===== config.mk =====
export PLATFORM = sky130hd
export DESIGN_NAME = sram_ctl
export DESIGN_NICKNAME = d
export VERILOG_FILES = /design/src/rtl/sram_ctl_pkg.sv /design/src/rtl/sram_ctl_wait.sv /design/src/rtl/sram_ctl_turn.sv /design/src/rtl/sram_ctl_lanes.sv /design/src/rtl/sram_ctl.sv
export SDC_FILE = /design/constraint.sdc
export NUM_CORES = 1
export LEC_CHECK = 0
export BUFFER_PORTS_ARGS = -buffer_cell sky130_fd_sc_hd__buf_4
export CAP_MARGIN = 20
export CORE_MARGIN = 1.5
export CORE_UTILIZATION = 47
export CTS_BUF_LIST = sky130_fd_sc_hd__clkbuf_8
export CTS_CLUSTER_DIAMETER = 30
export CTS_CLUSTER_SIZE = 14
export DETAILED_ROUTE_END_ITERATION = 10
export PLACE_DENSITY_LB_ADDON = 0.08
export REMOVE_ABC_BUFFERS = 1
export SLEW_MARGIN = 20
export SYNTH_ARGS = -nofsm -noshare
export SYNTH_HDL_FRONTEND = slang
export SYNTH_SLANG_ARGS = --single-unit

===== constraint.sdc =====
create_clock -name clk -period 1.75 [get_ports clk]
set_input_delay 0.35 -clock clk [delete_from_list [all_inputs] [get_ports clk]]
set_output_delay 0.35 -clock clk [all_outputs]
set_load 0.1 [all_outputs]

===== src/rtl/sram_ctl_pkg.sv =====
package sram_ctl_pkg;

    localparam int SRAM_AW    = 17;
    localparam int SRAM_DW    = 32;
    localparam int SRAM_LANES = 4;
    localparam int LANE_W     = SRAM_DW / SRAM_LANES;

    typedef enum logic [2:0] {
        ST_IDLE,
        ST_TURN,
        ST_WPULSE,
        ST_WREC,
        ST_RACC,
        ST_ACK
    } ctl_state_e;

    typedef struct packed {
        logic [SRAM_AW-1:0]    addr;
        logic [SRAM_DW-1:0]    wdata;
        logic [SRAM_LANES-1:0] be;
    } xfer_t;

    // whole clock cycles covering a delay, never below one
    function automatic int cycles_for(input int delay_ps, input int clk_ps);
        int c;
        c = (delay_ps + clk_ps - 1) / clk_ps;
        return (c < 1) ? 1 : c;
    endfunction

    function automatic int imax(input int a, input int b);
        return (a > b) ? a : b;
    endfunction

endpackage


===== src/rtl/sram_ctl_wait.sv =====
module sram_ctl_wait #(
    parameter int CNT_W = 2
) (
    input  logic             clk,
    input  logic             rst,
    input  logic             load,
    input  logic [CNT_W-1:0] load_val,
    output logic             done
);
    logic [CNT_W-1:0] cnt;

    always_ff @(posedge clk) begin
        if (rst) begin
            cnt <= '0;
        end else if (load) begin
            cnt <= load_val;
        end else if (cnt != '0) begin
            cnt <= cnt - 1'b1;
        end
    end

    assign done = (cnt == '0);
endmodule


===== src/rtl/sram_ctl_turn.sv =====
module sram_ctl_turn #(
    parameter int TA_CYC = 2
) (
    input  logic clk,
    input  logic rst,
    input  logic oe_n,
    output logic ready
);
    localparam int TW = $clog2(TA_CYC + 1);

    logic [TW-1:0] high_cnt;

    always_ff @(posedge clk) begin
        if (rst) begin
            high_cnt <= '0;
        end else if (!oe_n) begin
            high_cnt <= '0;
        end else if (high_cnt != TW'(TA_CYC)) begin
            high_cnt <= high_cnt + 1'b1;
        end
    end

    assign ready = (high_cnt == TW'(TA_CYC));

    AST_TURN_AFTER_OE_HIGH: assert property (@(posedge clk) disable iff (rst)
        ready |-> $past(oe_n));
endmodule


===== src/rtl/sram_ctl_lanes.sv =====
module sram_ctl_lanes #(
    parameter int LANES = 4
) (
    input  logic             clk,
    input  logic             rst,
    input  logic             rd_sel,
    input  logic             wr_sel,
    input  logic [LANES-1:0] be,
    output logic [LANES-1:0] cs_n,
    output logic [LANES-1:0] we_n
);
    for (genvar l = 0; l < LANES; l++) begin : g_lane
        assign cs_n[l] = !(rd_sel || (wr_sel && be[l]));
        assign we_n[l] = !(wr_sel && be[l]);

        AST_WE_INSIDE_CS: assert property (@(posedge clk) disable iff (rst)
            !we_n[l] |-> !cs_n[l]);
    end
endmodule


===== src/rtl/sram_ctl.sv =====
module sram_ctl
    import sram_ctl_pkg::*;
#(
    parameter int CLK_PS    = 5000,
    parameter int T_WC_PS   = 10000,
    parameter int T_AW_PS   = 9000,
    parameter int T_WP_PS   = 9000,
    parameter int T_DS_PS   = 5000,
    parameter int T_RC_PS   = 10000,
    parameter int T_AA_PS   = 10000,
    parameter int T_ACS_PS  = 10000,
    parameter int T_HZOE_PS = 5500
) (
    input  logic                  clk,
    input  logic                  rst,
    input  logic                  req,
    input  logic                  req_wr,
    input  logic [SRAM_AW-1:0]    req_addr,
    input  logic [SRAM_DW-1:0]    req_wdata,
    input  logic [SRAM_LANES-1:0] req_be,
    output logic                  ack,
    output logic [SRAM_DW-1:0]    rd_data,
    output logic [SRAM_AW-1:0]    mem_addr,
    output logic [SRAM_LANES-1:0] mem_cs_n,
    output logic [SRAM_LANES-1:0] mem_we_n,
    output logic                  mem_oe_n,
    output logic [SRAM_DW-1:0]    mem_dq_out,
    output logic                  mem_dq_oe,
    input  logic [SRAM_DW-1:0]    mem_dq_in
);
    // write strobe covers pulse width, address-to-end, data setup and cycle minus recovery
    localparam int WP_CYC = imax(imax(cycles_for(T_WP_PS, CLK_PS), cycles_for(T_AW_PS, CLK_PS)),
                                 imax(cycles_for(T_DS_PS, CLK_PS), cycles_for(T_WC_PS, CLK_PS) - 1));
    localparam int ACC_CYC = imax(imax(cycles_for(T_AA_PS, CLK_PS), cycles_for(T_ACS_PS, CLK_PS)),
                                  cycles_for(T_RC_PS, CLK_PS) - 1);
    localparam int TA_CYC = cycles_for(T_HZOE_PS, CLK_PS);
    localparam int CNT_W  = $clog2(imax(WP_CYC, ACC_CYC) + 1);

    ctl_state_e state, state_nx;
    xfer_t      xf;
    logic       wait_load, wait_done, turn_ok;
    logic [CNT_W-1:0] wait_val;

    always_comb begin
        state_nx  = state;
        wait_load = 1'b0;
        wait_val  = CNT_W'(WP_CYC - 1);
        unique case (state)
            ST_IDLE: if (req) begin
                if (!req_wr) begin
                    state_nx  = ST_RACC;
                    wait_load = 1'b1;
                    wait_val  = CNT_W'(ACC_CYC - 1);
                end else if (req_be == '0) begin
                    state_nx = ST_ACK;
                end else if (turn_ok) begin
                    state_nx  = ST_WPULSE;
                    wait_load = 1'b1;
                end else begin
                    state_nx = ST_TURN;
                end
            end
            ST_TURN: if (turn_ok) begin
                state_nx  = ST_WPULSE;
                wait_load = 1'b1;
            end
            ST_WPULSE: if (wait_done) state_nx = ST_WREC;
            ST_WREC:   state_nx = ST_ACK;
            ST_RACC:   if (wait_done) state_nx = ST_ACK;
            ST_ACK:    state_nx = ST_IDLE;
            default:   state_nx = ST_IDLE;
        endcase
    end

    always_ff @(posedge clk) begin
        if (rst) begin
            state   <= ST_IDLE;
            xf      <= '0;
            rd_data <= '0;
        end else begin
            state <= state_nx;
            if (state == ST_IDLE && req) begin
                xf.addr  <= req_addr;
                xf.wdata <= req_wdata;
                xf.be    <= req_be;
            end
            if (state == ST_RACC && wait_done) begin
                rd_data <= mem_dq_in;
            end
        end
    end

    sram_ctl_wait #(.CNT_W(CNT_W)) u_wait (
        .clk      (clk),
        .rst      (rst),
        .load     (wait_load),
        .load_val (wait_val),
        .done     (wait_done)
    );

    sram_ctl_turn #(.TA_CYC(TA_CYC)) u_turn (
        .clk   (clk),
        .rst   (rst),
        .oe_n  (mem_oe_n),
        .ready (turn_ok)
    );

    sram_ctl_lanes #(.LANES(SRAM_LANES)) u_lanes (
        .clk    (clk),
        .rst    (rst),
        .rd_sel (state == ST_RACC),
        .wr_sel (state == ST_WPULSE),
        .be     (xf.be),
        .cs_n   (mem_cs_n),
        .we_n   (mem_we_n)
    );

    assign ack        = (state == ST_ACK);
    assign mem_addr   = xf.addr;
    assign mem_oe_n   = (state != ST_RACC);
    assign mem_dq_out = xf.wdata;
    assign mem_dq_oe  = (state == ST_WPULSE) || (state == ST_WREC);

    AST_ACK_SINGLE: assert property (@(posedge clk) disable iff (rst)
        ack |=> !ack);
    AST_STROBE_WITH_DRIVE: assert property (@(posedge clk) disable iff (rst)
        !(&mem_we_n) |-> (mem_dq_oe && mem_oe_n));
    AST_BUS_RELEASE: assert property (@(posedge clk) disable iff (rst)
        ($past(mem_dq_oe) && (&mem_we_n) && $past(&mem_we_n)) |-> !mem_dq_oe);
    AST_ADDR_HELD: assert property (@(posedge clk) disable iff (rst)
        (!(&mem_cs_n) && !(&$past(mem_cs_n))) |-> $stable(mem_addr));
    AST_READ_SHAPE: assert property (@(posedge clk) disable iff (rst)
        !mem_oe_n |-> ((&mem_we_n) && (mem_cs_n == '0)));
    AST_EMPTY_MASK_ACK: assert property (@(posedge clk) disable iff (rst)
        (state == ST_IDLE && req && req_wr && req_be == '0) |=> (ack && (&mem_cs_n)));
endmodule


# ---- Word level (Yosys, flattened, before mapping)
# Index checks and enable logic that the tools add are counted.
dict set report op_classes {
  bitwise_logic 1
  n_mux 15
  add_sub_neg 2
  n_reduce_logical 27
  n_eq_ne 12
}
# cell count
set op_table {}
lappend op_table {{3-bit 2-to-1 mux} 6}
lappend op_table {{3-bit case mux with 5 select lines} 1}
lappend op_table {{2-bit != test, second input constant} 5}
lappend op_table {{1-bit zero test} 8}
lappend op_table {{3-bit by 2-bit == test with 1-bit output, second input constant} 2}
lappend op_table {{3-bit == test, second input constant} 2}
lappend op_table {{1-bit logical AND} 6}
lappend op_table {{1-bit 2-to-1 mux} 6}
lappend op_table {{1-bit logical OR} 5}
lappend op_table {{4-bit zero test} 1}
lappend op_table {{4-bit AND reduction} 1}
lappend op_table {{2-bit nonzero test} 2}
lappend op_table {{2-bit OR reduction} 2}
lappend op_table {{3-bit by 1-bit == test with 1-bit output, second input constant} 1}
lappend op_table {{3-bit zero test} 1}
lappend op_table {{3-bit != test, second input constant} 1}
lappend op_table {{2-bit by 1-bit adder with 2-bit output, second input constant} 1}
lappend op_table {{2-bit == test, second input constant} 1}
lappend op_table {{2-bit zero test} 1}
lappend op_table {{2-bit 2-to-1 mux} 1}
lappend op_table {{1-bit case mux with 2 select lines} 1}
lappend op_table {{2-bit by 1-bit subtractor with 2-bit output, second input constant} 1}
lappend op_table {{1-bit NOT} 1}
dict set report word_totals {
  wordCells 65
  input_bits 89
  ff_bits 92
  out_inout_bits 92
}

# ---- Logic depth before layout (Yosys ltp)
# Gate-level depths: netlist of run 1.
dict set report depth {
  depth_word 7
  depth_mapped 8
  ltp_nobuf 5
}

# ---- By module
# Synthesis of run 1 repeated with hierarchy kept, for this count alone.
dict set report unflattened {
  cells_unflattened 496
  area_unflattened_um2 3888.7
}
# mod area_per_inst_um2 seq_area_each_um2 instances cells_each
set modules_own_cells {}
lappend modules_own_cells {sram_ctl 3611.0 1761.7 1 464}
lappend modules_own_cells {sram_ctl_wait 121.4 40.0 1 12}
lappend modules_own_cells {sram_ctl_turn 106.4 40.0 1 11}
lappend modules_own_cells {sram_ctl_lanes 50.0 0.0 1 9}

# ---- Least setup slack after synthesis of run 1
# Ideal clock, no wire load.
dict set report synth_path {
  kind {register -> output}
  startpoint {register state[1]}
  endpoint {output port mem_cs_n[0]}
  required_ns 1.400
  slack_ns -0.875
  n_path_buf 2
  t_arrival_ns 2.275
  path_stages_with_launch 6
  cell_sequence {dfxtp_1 buf_4 nor2b_1 clkbuf_1 nand2_1 a21o_1}
}
dict set report synth_via {
  elab_chain_len 4
  elab_cells_between_ends 5
  cone_classes {eq/ne: 2; reduce/logical: 3}
}
# item line_no
set synth_lines {}
lappend synth_lines {{start: declaration} sram_ctl.sv:39} ;# ctl_state_e state, state_nx;
lappend synth_lines {{start signal: assignment} sram_ctl.sv:81} ;# state <= state_nx;
lappend synth_lines {{3-bit by 2-bit == test with 1-bit output} sram_ctl.sv:112} ;# .wr_sel (state == ST_WPULSE),
lappend synth_lines {{1-bit logical AND} sram_ctl_lanes.sv:13} ;# assign cs_n[l] = !(rd_sel || (wr_sel && be[l]));
lappend synth_lines {{1-bit logical OR (*)} sram_ctl_lanes.sv:13}
lappend synth_lines {{1-bit zero test (*)} sram_ctl_lanes.sv:13}
lappend synth_lines {{end: declaration} sram_ctl.sv:24} ;# output logic [SRAM_LANES-1:0] mem_cs_n,
# Mark *: on every way between the ends. The rest lies on a longest branch, timed or not.

# ---- Worst setup path in the final report of run 1
dict set report layout_path {
  startpoint {register state[1]}
  endpoint {output port mem_cs_n[3]}
}
# Same word-level chain as after synthesis.

==> results of run 1 <==
==> power by group <==
| group | internal [uW] | total, uW | switching [uW] |
|---|---|---|---|
| clock | 844 | 1570 | 730 |
| sequential | 2460 | 2680 | 215 |
| combinational | 1330 | 4870 | 3530 |
==> final timing paths <==
kind,start,end,slack (ns),depth (start not counted)
hold reg to reg,rd_data[24]$_SDFFE_PP0P_,rd_data[24]$_SDFFE_PP0P_,0.46,2
setup reg to reg,state[0]$_SDFFE_PP0P_,mem_addr[4]$_SDFFE_PP0P_,0.11,7
setup / recovery,state[1]$_SDFFE_PP0P_,mem_cs_n[3],-0.01,4
hold / removal,req_wdata[20],mem_dq_out[20]$_SDFFE_PP0P_,0.24,3
==> layer usage <==
| layer | global-route usage | routed length (um) |
|---|---|---|
| met4 | 0.09127 | 89 |
| met1 | 0.2989 | 4327 |
| met3 | 0.07155 | 819 |
| met2 | 0.3813 | 4825 |
| met5 | 0 | 0 |
==> cells in the mapped netlist <==
library cell  instances
or4b_1                1
a21boi_0              1
nand4bb_1             1
nor3_1                1
clkbuf_1             18
a21o_1                4
o21ba_2               1
a31oi_1               1
nor2_1                4
nand2_1             183
nor4b_4               1
o32ai_1               1
buf_6                11
a22oi_1               1
nor2_2                1
o41a_1                1
a2111oi_0             1
nor4b_1               2
mux2i_1               1
a211o_1               1
inv_1                 6
or2_2                 1
nor2b_1               2
nor4_1                1
a211oi_1              3
ha_1                  2
buf_2                 4
buf_4                 3
and2_1                1
nor4bb_1              1
nor3b_1               1
a2111oi_2             1
o21ai_0               5
and4b_1               1
a21oi_1              87
dfxtp_1              92
nand2b_1              1
xor2_1                2
==> state kept, by name, summed over array words and instances (netlist names) <==
| name | flops |
|---|---|
| mem_dq_out | 32 |
| rd_data | 32 |
| mem_addr | 17 |
| xf | 4 |
| state | 3 |
| u_turn.high_cnt | 2 |
| u_wait.cnt | 2 |
==> logic make-up (layout without fill, tap and decap cells) <==
family,Yosys count,count (layout),share of synthesized area
AOI/OAI and AO/OA,108,108,0.1663
xor gates and xnor gates,2,2,0.004882
adders and majority gates,2,2,0.006972
buffers and inverters,42,224,0.07148
DFF,92,92,0.5133
muxes,1,1,0.002790
and+or+nand+nor,203,203,0.2343
==> layout make-up <==
cell class | instances | area, um2 | area share
Inverter | 6 | 26.28 | 0.004805
Multi-Input combinational cell | 316 | 1541 | 0.2819
Clock buffer | 10 | 137.6 | 0.02517
Tap cell | 99 | 123.9 | 0.02265
Timing Repair Buffer | 203 | 1705 | 0.3119
Clock inverter | 5 | 85.08 | 0.01556
Sequential cell | 92 | 1848 | 0.3380
==> metrics by stage <==
stage	cells	TNS, ns	power, uW
after floorplan	414	-84.73	6053
after global placement	708	0	7223
after detailed placement	708	0	7294
after CTS	727	-0.1014	8993
after global routing	731	-0.4910	9530
final	731	-0.04374	9117
==> what timing repair did <==
| action | 4_1_cts | 5_1_grt |
|---|---|---|
| pin swaps | 5 | 3 |
| setup buffers | 4 | 5 |
| resized for setup | 23 | 20 |
| setup endpoints to repair | 11 | 39 |
==> critical path, stage by stage, from the launching register on <==
cell and delay, ns:
dfxtp_4 0.40, nor2b_4 0.23, nand2_1 0.08, a21o_1 0.19
buf_12 0.17
==> summary.txt, run 1 <==
Layout
  • Most frequent cells in the layout: buf_4 (185), nand2_1 (179), dfxtp_1 (89), a21oi_1 (87), buf_12 (13)
  • Final nets: 719
  • # diodes: 0
  • Layout area overhead: 52.37%
  • Final instance area: 5468 um2
  • Commonest non-fill, non-tap cell in the layout: buf_4
  • Layout fillers: 555
  • Final Util: 0.7459
  • Fraction of layout cells with a size suffix above 1: 0.3734

Min path
  • Hold Crit Class: input pin to flop

Pwr
  • Leakage: 0.002386 uW
  • PD cells: 1667 nW/um2
  • Worst ir drop on vdd: 0.9124 mV

Synth
  • Synth Cell Area: 3588 um2
  • Yosys top cell area share: 0.5132
  • Post-synthesis sequential area ratio: 0.5132
  • Synth warn: 0
  • Synth Area per Inst: 7.974 um2
  • Top cells by area, synth: dfxtp_1 (51%), nand2_1 (19%), a21oi_1 (12%)
  • Cell type with the largest total area after synthesis: dfxtp_1
  • Synthesized instance count: 450
  • Register bit count reported by yosys: 92
  • Unique cell type count in the Yosys netlist: 38

STA
  • Setup ws final: -0.01441 ns
  • Clk_skew: 0.008585 ns
  • Slew HR: 0.7158
  • Min Hold Slack: 0.2431 ns
  • Final Cycle Share: 1.008
  • Slew @ Worst Pin: 0.4156 ns
  • RSZ-0062 raised after global routing: yes
  • Slew Limit Fails: 0
  • Fmax: 566.8 MHz
  • Hold Violations, Final: 0
  • Min Tclk post-route: 1.764 ns
  • Final setup fails: 5

Clock network
  • Worst-skew pair later-pin latency: 0.34 ns
  • H-tree levels: 3
  • CTS Buffer Depth: 2
  • Clock-pin slew on the worst setup and hold paths: 0.09 ns
  • Cts bufs inserted: 9
  • Root buffer cell: clkbuf_8
  • Hold Buf Count CTS: 0
  • Sink Count: 92
  • Clock tree from TritonCTS: yes

Placement
  • Post-place setup slack: 0.1271 ns
  • Input/output buffers: 180
  • Hpwl dp: 6.840 mm
  • Cell Area, Placed: 5020 um2
  • Routability cong.: 0.7883

Floorplanning
  • Die height: 90.38 um
  • Initial Util: 0.4895
  • I/O Pins: 181
  • Die area: 8169 um2
  • CORE AREA: 7331 um2
  • # rows: 31
  • Die Wd: 90.38 um

Worst setup path
  • Crit-path max FO: 6
  • Crit path DAT: 1.41 ns
  • Critical path startpoint category: flop
  • WP data required: 1.40 ns
  • Critical path type: flop to output port
  • CP endpoint kind: output port

GRT
  • GRT Total Usage: 0.2372
  • Grt ovf: 0
  • First-pass GRT wire length: 15.89 mm
  • Initial antenna violation count: 0
  • Largest net degree at the start of global routing: 33
  • Number of global-route vias before repair: 3404

Status
  • Status: finished with violations
  • Violated checks: negative setup slack

Drt
  • Initial DRC Count: 194
  • WL/cell: 13.76 um
  • ANT nets after route: 0
  • Drt first pass iters: 4
  • Via Count: 3660
  • Final WL: 10.06 mm
  • DRC Markers: 0
  • Routed vias/inst: 5.007

Run
  • Max_cap viols: 0
(Power assumes the default switching activity.)
==> run 2: changes to the inputs <==
--- a/config.mk
+++ b/config.mk
@@ -5,6 +5,7 @@
 export SDC_FILE = /design/constraint.sdc
 export NUM_CORES = 1
 export LEC_CHECK = 0
+export ABC_AREA = 1
 export BUFFER_PORTS_ARGS = -buffer_cell sky130_fd_sc_hd__buf_4
 export CAP_MARGIN = 20
 export CORE_MARGIN = 1.5
==> summary.txt, run 2 <==
Status
  • Status: finished, final reports clean

Synth
  • EDFF count, synth: 0 (unchanged)
  • Synth Cell Area: 3511 um2 (-2.2%)
  • Synth warn: 0 (unchanged)
  • Register bit count reported by yosys: 92 (unchanged)
  • Synth Area per Inst: 7.649 um2 (-4.1%)
  • Commonest cells in the netlist: nor2_1 (115), dfxtp_1 (92), nand2_1 (61)
  • Cell type with the largest total area after synthesis: dfxtp_1
  • Unique cell type count in the Yosys netlist: 24 (-37%)
  • Post-synthesis sequential area ratio: 0.5246 (+0.01134)
  • Asr flop ratio synth: 0 (unchanged)
  • Yosys top cell area share: 0.5246 (+0.01134)
  • Top-count cell post-synth: nor2_1
  • Main synth FF type: dfxtp_1
  • Top cells by area, synth: dfxtp_1 (52%), nor2_1 (12%), o21ai_0 (7.3%)
  • Synthesized instance count: 459 (+2.0%)

Clock network
  • Clock tree from TritonCTS: yes
  • CTS Buffer Depth: 2 (unchanged)
  • Cts bufs inserted: 9 (unchanged)
  • Sink Count: 92 (unchanged)
  • Worst-skew pair later-pin latency: 0.35 ns (about the same)
  • H-tree levels: 3 (unchanged)
  • Root buffer cell: clkbuf_8
  • Clock-pin slew on the worst setup and hold paths: 0.09 ns (about the same)

STA
  • Fmax: 591.6 MHz (+4.4%)
  • Slew HR: 0.7856 (+0.06985)
  • Slew Limit Fails: 0 (unchanged)
  • Clk_skew: 0.008436 ns (-0.0001489 ns)
  • Min Tclk post-route: 1.690 ns (-0.07396 ns)
  • Hold Violations, Final: 0 (unchanged)
  • Final setup fails: 0 (-5)
  • Slew @ Worst Pin: 0.3216 ns (-0.09403 ns)
  • Final Cycle Share: 0.9660 (-0.04226)

Floorplanning
  • Die height: 89.43 um (-1.1%)
  • Die area: 7998 um2 (-2.1%)
  • Initial Util: 0.4840 (-0.005460)
  • Die Wd: 89.43 um (-1.1%)
  • I/O Pins: 181 (unchanged)
  • CORE AREA: 7253 um2 (-1.1%)
  • # rows: 31 (unchanged)

Min path
  • Hold Crit Depth: 2 (-1)
  • Hold Path Sink: rd_data[1]$_SDFFE_PP0P_
  • Hold Startpoint: rst
  • Hold Crit Class: input pin to flop

Run
  • Max_cap viols: 0 (unchanged)

Drt
  • ANT nets after route: 0 (unchanged)
  • WL/cell: 13.53 um (-1.7%)
  • DRC Markers: 0 (unchanged)
  • Routed vias/inst: 5.009 (about the same)
  • Drt first pass iters: 4 (unchanged)
  • Final WL: 9.987 mm (-0.75%)
  • Via Count: 3697 (+1.0%)
  • Initial DRC Count: 181 (-6.7%)

Placement
  • Placed Instances: 719 (+1.6%)
  • Hpwl dp: 6.664 mm (-2.6%)
  • Cell Area, Placed: 4926 um2 (-1.9%)
  • Routability cong.: 0.9160 (+16%)
  • Input/output buffers: 180 (unchanged)

Layout
  • Most frequent cells in the layout: buf_4 (182), nor2_1 (115), dfxtp_1 (90), nand2_1 (60), o21ai_0 (51)
  • Commonest non-fill, non-tap cell in the layout: buf_4
  • Final instance area: 5326 um2 (-2.6%)
  • Final Util: 0.7343 (-0.01152)
  • Reg area: 1849 um2 (about the same)
  • Final nets: 725 (+0.83%)
  • # diodes: 0 (unchanged)
  • Finished Layout Cells: 738 (+0.96%)
  • Fraction of layout cells with a size suffix above 1: 0.3505 (-0.02287)
  • Area of the multi-input gates: 1503 um2 (-2.5%)
  • Layout fillers: 557 (+0.36%)
  • Layout area overhead: 51.71%

GRT
  • Initial antenna violation count: 0 (unchanged)
  • GRT Total Usage: 0.2376 (+0.0003940)
  • Grt ovf: 0 (unchanged)
  • Number of global-route vias before repair: 3268 (-4.0%)
  • First-pass GRT wire length: 14.89 mm (-6.3%)
  • Largest net degree at the start of global routing: 56 (+70%)

Worst setup path
  • R2R Path End: u_wait.cnt[1]$_SDFFE_PP0N_
  • R2R Path Start: state[1]$_SDFFE_PP0P_
  • CP endpoint kind: output port
  • FF-to-FF setup slack: 0.22 ns (+0.11 ns)
  • Critical path type: flop to output port
  • Crit-path max FO: 8 (+2)
  • WP data required: 1.40 ns (about the same)
  • Crit path DAT: 1.34 ns (-0.07 ns)
  • Reg2reg path depth: 7 (unchanged)
  • Critical path startpoint category: flop
==> run 2: changes by cell type after synthesis, sizes merged, moves of 2 or more <==
| cell | before | now |
|---|---|---|
| a21oi | 87 | 41 |
| nor4b | 3 | 0 |
| o21ai | 5 | 57 |
| nand3 | 0 | 35 |
| nor3 | 1 | 5 |
| nand2 | 183 | 62 |
| nor2 | 5 | 116 |
| clkbuf | 18 | 21 |
| a21o | 4 | 0 |
| a2111oi | 2 | 0 |
| buf | 18 | 9 |
| nor2b | 2 | 0 |
| a211oi | 3 | 0 |
| inv | 6 | 14 |
==> run 2: worst max-delay path by stage <==
stage	from	endpoint	slack [ns]	cells after the start
after floorplan	state[0]$_SDFFE_PP0P_	mem_cs_n[0]	-1.79	4
after global placement	state[0]$_SDFFE_PP0P_	mem_cs_n[2]	0.21	5
after detailed placement	state[0]$_SDFFE_PP0P_	mem_cs_n[2]	0.15	5
after global routing	state[2]$_SDFFE_PP0P_	mem_cs_n[2]	-0.008	5
final	state[2]$_SDFFE_PP0P_	mem_cs_n[2]	0.06	5
after CTS	state[0]$_SDFFE_PP0P_	mem_we_n[2]	0.008	5
==> run 2: area by class of cell <==
type,count,share of cell area
clock buffers,9,0.02326
clock inverters,7,0.01738
inverters,15,0.01339
multi-input cells,322,0.2821
flip-flops and latches,92,0.3472
well taps,99,0.02326
repair buffers,194,0.2934
==> run 2: repair_timing <==
action                                  in CTS  in global routing
resized for setup                           27                 17
endpoints found under the hold margin        0                  0
hold buffers                                 0                  0
setup buffers                                0                  3
gates cloned                                 0                  0
pin swaps                                    0                  1
endpoints found under the setup margin       9                 10
==> run 2: cell families (layout without fill, tap and decap cells) <==
group                      after synthesis  after routing  synth area share
and+or+nand+nor                        219            219            0.2541
AOI/OAI and AO/OA                       99             99            0.1418
DFF                                     92             92            0.5246
buffers and inverters                   45            225           0.06735
adders and majority gates                2              2          0.007126
xor gates and xnor gates                 2              2          0.004990
==> run 2: per-layer routing <==
metal,up-vias,track usage,part of all wire
met4,0,0.08252,0.015
met2,170,0.3917,0.48
met5,-,0,0
met3,14,0.08310,0.10
li1,1842,-,-
met1,1671,0.2891,0.40
==> run 2: critical path, cell delays in order, from the launching register on <==
cell and delay [ns]:
dfxtp_1 0.34, inv_1 0.10, nand3_4 0.13, inv_8 0.06
a21oi_4 0.17, buf_12 0.19
==> run 2: metrics by stage <==
| stage | TNS (ns) | setup WS [ns] | hold slack, ns |
|---|---|---|---|
| 3_5_place_dp | 0 | 0.1486 | 0.4565 |
| 2_1_floorplan | -62.80 | -1.788 | 0.4191 |
| 3_3_place_gp | 0 | 0.2078 | 0.4488 |
| 5_1_grt | -0.008173 | -0.008173 | 0.2098 |
| 4_1_cts | 0 | 0.008407 | 0.2039 |
| 6_report | 0 | 0.05955 | 0.2149 |
Power of run 2 is left out: the tool's default activity adds up to more than one toggle a clock period on the data nets, which glitch-free logic cannot reach.
